<file path="src/rtl/cc_timer_pkg.sv">
package cc_timer_pkg;
  localparam int N_CH  = 4;
  localparam int OPT_W = 8;
  localparam int IDX_W = $clog2(N_CH);

  typedef enum logic [1:0] {
    MODE_FREE  = 2'd0,
    MODE_PWM   = 2'd1,
    MODE_OTH_A = 2'd2,
    MODE_OTH_B = 2'd3
  } tmr_mode_e;
endpackage

</file>
<file path="src/rtl/cc_counter.sv">
module cc_counter #(
  parameter int CNT_W = 16
) (
  input  logic             clk_i,
  input  logic             rst_ni,
  input  logic             en_i,
  output logic [CNT_W-1:0] cnt_o,
  output logic             wrap_o
);
  localparam logic [CNT_W-1:0] CNT_MAX = {CNT_W{1'b1}};

  logic [CNT_W-1:0] cnt_q;

  always_ff @(posedge clk_i or negedge rst_ni) begin
    if (!rst_ni)    cnt_q <= '0;
    else if (!en_i) cnt_q <= '0;
    else            cnt_q <= cnt_q + 1'b1;
  end

  assign cnt_o  = cnt_q;
  assign wrap_o = en_i && (cnt_q == CNT_MAX);

  p_count_step_r2: assert property (@(posedge clk_i) disable iff (!rst_ni)
    en_i |=> (cnt_q == $past(cnt_q) + 1'b1));
  p_stop_zero_r2: assert property (@(posedge clk_i) disable iff (!rst_ni)
    !en_i |=> (cnt_q == '0));
endmodule

</file>
<file path="src/rtl/cc_opt_reg.sv">
module cc_opt_reg
  import cc_timer_pkg::*;
(
  input  logic             clk_i,
  input  logic             rst_ni,
  input  logic             en_i,
  input  logic             ovf_hit_i,
  input  logic             we_i,
  input  logic [OPT_W-1:0] wdata_i,
  output logic [N_CH-1:0]  sel_o,
  output logic             ovf_o,
  output logic             irq_o,
  output logic [OPT_W-1:0] rdata_o
);
  logic [N_CH-1:0] sel_q;
  logic            ovf_q, irq_q;
  logic            sel_wr_ok;

  // while counting, only a same-value write reaches the select field
  assign sel_wr_ok = we_i && (!en_i || (wdata_i[7:4] == sel_q));

  always_ff @(posedge clk_i or negedge rst_ni) begin
    if (!rst_ni) begin
      sel_q <= '0;
      ovf_q <= 1'b0;
      irq_q <= 1'b0;
    end else begin
      if (sel_wr_ok) sel_q <= wdata_i[7:4];
      if (!en_i)                     ovf_q <= 1'b0;
      else if (ovf_hit_i)            ovf_q <= 1'b1;
      else if (we_i && !wdata_i[0])  ovf_q <= 1'b0;
      irq_q <= ovf_hit_i;
    end
  end

  assign sel_o   = sel_q;
  assign ovf_o   = ovf_q;
  assign irq_o   = irq_q;
  assign rdata_o = {sel_q, 3'b000, ovf_q};

  p_irq_with_flag_r3: assert property (@(posedge clk_i) disable iff (!rst_ni)
    irq_q |-> ovf_q);
  p_no_sw_set_r5: assert property (@(posedge clk_i) disable iff (!rst_ni)
    (!ovf_q && !ovf_hit_i) |=> !ovf_q);
  p_en_clear_r6: assert property (@(posedge clk_i) disable iff (!rst_ni)
    !en_i |=> !ovf_q);
  p_sel_locked_r7: assert property (@(posedge clk_i) disable iff (!rst_ni)
    (en_i && we_i && (wdata_i[7:4] != sel_q)) |=> $stable(sel_q));
  p_rsvd_zero_r9: assert property (@(posedge clk_i) disable iff (!rst_ni)
    rdata_o[3:1] == 3'b000);
endmodule

</file>
<file path="src/rtl/cc_channel.sv">
module cc_channel #(
  parameter int CNT_W = 16
) (
  input  logic             clk_i,
  input  logic             rst_ni,
  input  logic             en_i,
  input  logic             cap_en_i,
  input  logic             trig_i,
  input  logic [CNT_W-1:0] cnt_i,
  input  logic             we_i,
  input  logic [CNT_W-1:0] wdata_i,
  output logic [CNT_W-1:0] val_o,
  output logic             match_o
);
  logic [CNT_W-1:0] val_q;
  logic             trig_q, match_q;
  logic             cap_now;

  assign cap_now = en_i && cap_en_i && trig_i && !trig_q;

  always_ff @(posedge clk_i or negedge rst_ni) begin
    if (!rst_ni) begin
      val_q   <= '0;
      trig_q  <= 1'b0;
      match_q <= 1'b0;
    end else begin
      trig_q <= trig_i;
      if (cap_now)   val_q <= cnt_i;
      else if (we_i) val_q <= wdata_i;
      match_q <= en_i && !cap_en_i && (cnt_i == val_q);
    end
  end

  assign val_o   = val_q;
  assign match_o = match_q;

  p_cap_no_match_r8: assert property (@(posedge clk_i) disable iff (!rst_ni)
    cap_en_i |=> !match_q);
  p_capture_r10: assert property (@(posedge clk_i) disable iff (!rst_ni)
    cap_now |=> (val_q == $past(cnt_i)));
  p_idle_no_match_r11: assert property (@(posedge clk_i) disable iff (!rst_ni)
    !en_i |=> !match_q);
endmodule

</file>
<file path="src/rtl/cc_timer.sv">
module cc_timer
  import cc_timer_pkg::*;
#(
  parameter int CNT_W = 16
) (
  input  logic                  clk_i,
  input  logic                  rst_ni,
  input  logic                  en_i,
  input  logic [1:0]            mode_i,
  input  logic [N_CH-1:0]       trig_i,
  input  logic                  opt_we_i,
  input  logic [OPT_W-1:0]      opt_wdata_i,
  output logic [OPT_W-1:0]      opt_rdata_o,
  input  logic                  ch_we_i,
  input  logic [IDX_W-1:0]      ch_idx_i,
  input  logic [CNT_W-1:0]      ch_wdata_i,
  output logic [CNT_W-1:0]      cnt_o,
  output logic [N_CH*CNT_W-1:0] ch_val_o,
  output logic [N_CH-1:0]       match_o,
  output logic                  ovf_irq_o
);
  tmr_mode_e        mode;
  logic [CNT_W-1:0] cnt;
  logic             wrap, ovf_hit, ovf_flag;
  logic [N_CH-1:0]  sel, cap_en;

  assign mode = tmr_mode_e'(mode_i);

  cc_counter #(.CNT_W(CNT_W)) u_cnt (
    .clk_i  (clk_i),
    .rst_ni (rst_ni),
    .en_i   (en_i),
    .cnt_o  (cnt),
    .wrap_o (wrap)
  );

  assign ovf_hit = wrap && (mode == MODE_FREE || mode == MODE_PWM);

  cc_opt_reg u_opt (
    .clk_i     (clk_i),
    .rst_ni    (rst_ni),
    .en_i      (en_i),
    .ovf_hit_i (ovf_hit),
    .we_i      (opt_we_i),
    .wdata_i   (opt_wdata_i),
    .sel_o     (sel),
    .ovf_o     (ovf_flag),
    .irq_o     (ovf_irq_o),
    .rdata_o   (opt_rdata_o)
  );

  // select bits only count in free-running mode
  assign cap_en = (mode == MODE_FREE) ? sel : '0;

  for (genvar c = 0; c < N_CH; c++) begin : g_ch
    cc_channel #(.CNT_W(CNT_W)) u_ch (
      .clk_i    (clk_i),
      .rst_ni   (rst_ni),
      .en_i     (en_i),
      .cap_en_i (cap_en[c]),
      .trig_i   (trig_i[c]),
      .cnt_i    (cnt),
      .we_i     (ch_we_i && (ch_idx_i == IDX_W'(c))),
      .wdata_i  (ch_wdata_i),
      .val_o    (ch_val_o[c*CNT_W +: CNT_W]),
      .match_o  (match_o[c])
    );
  end

  assign cnt_o = cnt;

  p_irq_only_wrap_r3: assert property (@(posedge clk_i) disable iff (!rst_ni)
    (mode != MODE_FREE && mode != MODE_PWM) |=> !ovf_irq_o);
  p_irq_rise_r3: assert property (@(posedge clk_i) disable iff (!rst_ni)
    $rose(ovf_flag) |-> ovf_irq_o);
endmodule

</file>
<file path="config.mk">
export PLATFORM = sky130hd
export DESIGN_NAME = cc_timer
export DESIGN_NICKNAME = d
export VERILOG_FILES = /design/src/rtl/cc_timer_pkg.sv /design/src/rtl/cc_counter.sv /design/src/rtl/cc_opt_reg.sv /design/src/rtl/cc_channel.sv /design/src/rtl/cc_timer.sv
export SDC_FILE = /design/constraint.sdc
export NUM_CORES = 1
export LEC_CHECK = 0
export ABC_AREA = 1
export BUFFER_PORTS_ARGS = -buffer_cell sky130_fd_sc_hd__buf_4
export CAP_MARGIN = 20
export CORE_MARGIN = 2
export CORE_UTILIZATION = 50
export DETAILED_ROUTE_END_ITERATION = 6
export MAX_ROUTING_LAYER = met4
export PLACE_DENSITY_LB_ADDON = 0.25
export SYNTH_ARGS = -nofsm -noshare
export SYNTH_HDL_FRONTEND = slang
export SYNTH_HIERARCHICAL = 1
export SYNTH_SLANG_ARGS = --single-unit
</file>
<file path="constraint.sdc">
create_clock -name clk_i -period 1.6 [get_ports clk_i]
set_input_delay 0.08 -clock clk_i [delete_from_list [all_inputs] [get_ports clk_i]]
set_output_delay 0.08 -clock clk_i [all_outputs]
set_load 0.05 [all_outputs]
</file>
==> results_dict.tcl <==
set metrics [dict create \
    dr.pass1.iters 5 \
    synth_flop_cell "dfrtp_1" \
    layout_setup_ws_ps 68.1 \
    synth.mux.area_fraction 0 \
    whs_endpoint "u_opt/sel_o[2]" \
    yosys.area.top_type "dfrtp_1" \
    port_buffers 123 \
    power_density_mw_per_mm2 1040 \
    cp.required_ps 1830 \
    htreeDepth 3 \
    path_max_fanout 3 \
    grt_max_degree 60 \
    rr_worst_depth 10 \
    drv_cap 0 \
    drive_above_1_share 0.296 \
    vias_per_cell 5.25 \
    pre_cts_ws_ps 81.7 \
    synth_seq_cells 94 \
    hold_path_class "input port to flip-flop" \
    die_area_mm2 0.0133 \
    grt_pass1_vias 5273 \
    tritoncts "done" \
    seq_area_mm2 0.00237 \
    synth_compound_area_frac 0.171 \
    diodes 0 \
    post-dp-hpwl_mm 12.6 \
    whs_ps 21.2 \
    antenna_found_initial 0 \
    die_h_um 115 \
    cp_slowest_cell "dfrtp_4" \
    final_cell_mix "163 x nand2_1, 154 x inv_1, 153 x buf_4" \
    postRouteAntennaNets 0 \
    max_freq_mhz 653 \
    status "finished, final reports clean" \
    synth_cell_types 29 \
    clkSinkCount 94 \
    clock_latency_ps 340 \
    critical_path_class "flip-flop to flip-flop" \
    fin_skew_ps 7.69 \
    reg2reg_setup_slack_ps 70 \
    globalplace.congestion 0.909 \
    num_vias 5626 \
    min_from "opt_we_i" \
    cts_buffers 9 \
    syn_avg_cell_area_um2 8.01 \
    clockBufferDepth 2 \
    rows 40 \
    cp-start-kind "flip-flop" \
    core_area_mm2 0.0120 \
    grt_pass1_wl_mm 26.5 \
    drc_errors 0 \
    path_cells "ha_1 > nand2_2 > nor2_4 > nand2_4 > clkinv_2 > nand2_2 > nor3_2 > inv_1 > nor2_2 > o21a_1" \
    fin_nets 958 \
    synth.top_cell.area_share 0.381 \
    cpMostUsedCell "nand2_2" \
    rr_endpoint "u_opt/ovf_o" \
    fillers 1051 \
    pin_count 130 \
    hold_depth 3 \
    gr-usage-all-layers 0.268 \
    synth_top_family_by_area "simple AND/OR/NAND/NOR gates" \
    dp_cells 1043 \
    fin_crit_sh 0.957 \
    routedWlPerCell_um 15.6 \
    power_w 0.00800 \
    syn_to_final_growth_pct 24.9 \
    synthSimpleGateAreaFrac 0.266 \
    async_flop_share 1.00 \
    yosys.area_share.adder 0.00203 \
    synthCells 771 \
    synth.area.top_cells "dfrtp_1 38%, nand2_1 9.9%, nand3_1 9.5%, inv_1 9.4%, o221ai_2 7.8%" \
    root_buffer "clkbuf_16" \
    crit_path_end_kind "flip-flop" \
    yosys_warnings 6 \
    synth-xor-area-share 0.0312 \
    fin_crit_ps 1530 \
    post-route-util 0.642 \
    drt_wl_total_mm 16.7 \
    layout.cells.most_common "nand2_1" \
    leakagePower_nw 3.76 \
    cts.clk_slew.worst_paths_ps 70 \
    r2r-start "u_cnt/cnt_o[0]" \
    synth_area_mm2 0.00617 \
    drtIter0Drc 449 \
    synth_edf_count 0 \
    initial_core_util 0.514 \
    max_stage_delay_ps 470 \
    grt_overflow_total 0 \
    ir_worst_vdd_v 0.000580 \
    fin_cells 1072 \
    synth_seq_area_share 0.381 \
    hold_viol 0 \
    fp.dieW_um 115 \
    setup_viol_count_final 0 \
    drv_slew 0 \
    critPathArrivalTime_ps 1760 \
    multi_input_area_mm2 0.00292 \
]
==> routing by layer <==
| metal | global-route usage | vias up | part of all wire |
|---|---|---|---|
| met2 | 0.433 | 194 | 0.49 |
| met4 | 0.112 | 0 | 0.025 |
| met3 | 0.0248 | 21 | 0.048 |
| li1 | - | 2763 | - |
| met1 | 0.348 | 2648 | 0.44 |
| met5 | - | - | 0 |
==> kinds of logic after synthesis <==
kind of cell	count (synthesis)
compound gates	95
xor+xnor	22
fa+ha+maj	1
buf+inv	192
flops	94
other cells	1
simple gates	366
==> power breakdown <==
| part | switching, W | internal [W] | leakage, nW |
|---|---|---|---|
| logic | 0.00199 | 0.000991 | 2.44 |
| clock network | 0.000914 | 0.00109 | 0.136 |
| registers | 0.000328 | 0.00269 | 1.18 |
==> cell usage after synthesis (2+ instances only) <==
master    number
o21a_1         2
o22ai_1        4
dfrtp_1       94
nor2_1        66
o211ai_2      32
a21oi_1        9
buf_4         12
o221ai_2      32
nand2_2        9
nand2_1      163
nor2_2         3
inv_2          4
buf_6         20
nand3_1      117
xor2_1        14
inv_1        154
xnor2_1        8
o21bai_1       3
nand4_4        4
o21ai_0       12
==> final cells by class <==
class	instances	share of cell area
well taps	147	0.0238
flip-flops and latches	94	0.307
inverters	159	0.0775
clock inverters	4	0.00308
clock buffers	12	0.0320
multi-input cells	487	0.379
repair buffers	169	0.177
==> registers in the layout (all words and copies together) (netlist names) <==
name,cells
g_ch.u_ch/match_o,4
g_ch.u_ch/val_o,64
u_cnt/cnt_o,16
u_opt/ovf_o,1
u_opt/sel_o,4
u_opt/irq_o,1
g_ch.u_ch/trig_q,4
==> critical path, delay by kind of cell, from the launching register on <==
family / cells / cell delay (ps)
adder cells (fa/ha/maj): 1 / 230
flip-flops: 1 / 470
buffers and inverters: 2 / 150
AO/OA/AOI/OAI: 1 / 180
AND/OR/NAND/NOR: 6 / 390
==> worst max path at each step <==
stage / start / cells after the start / end / slack (ps)
2_1_floorplan: u_cnt/cnt_o[11] / 7 / u_opt/ovf_o / -60
3_3_place_gp: u_cnt/cnt_o[0] / 10 / u_opt/ovf_o / 110
3_5_place_dp: u_opt/sel_o[3] / 6 / g_ch[3].u_ch/val_o[1] / 80
4_1_cts: u_opt/sel_o[3] / 6 / g_ch[3].u_ch/val_o[1] / 60
5_1_grt: u_opt/sel_o[3] / 6 / g_ch[3].u_ch/val_o[13] / -4
6_report: u_cnt/cnt_o[0] / 10 / u_opt/ovf_o / 70
==> metrics by stage <==
step	TNS (ps)	area, um^2
after floorplan	-61.9	6200
after detailed placement	0	7310
after global placement	0	7310
final	0	7710
after global routing	-4.26	7710
after CTS	0	7680
==> repair_timing <==
| action | in CTS | in global routing |
|---|---|---|
| endpoints found under the setup margin | 0 | 18 |
| resized for setup | 0 | 3 |
| hold buffers | 10 | 0 |
| setup buffers | 0 | 3 |
| endpoints found under the hold margin | 103 | 0 |
Note: power is estimated with default switching activity, not from simulation.
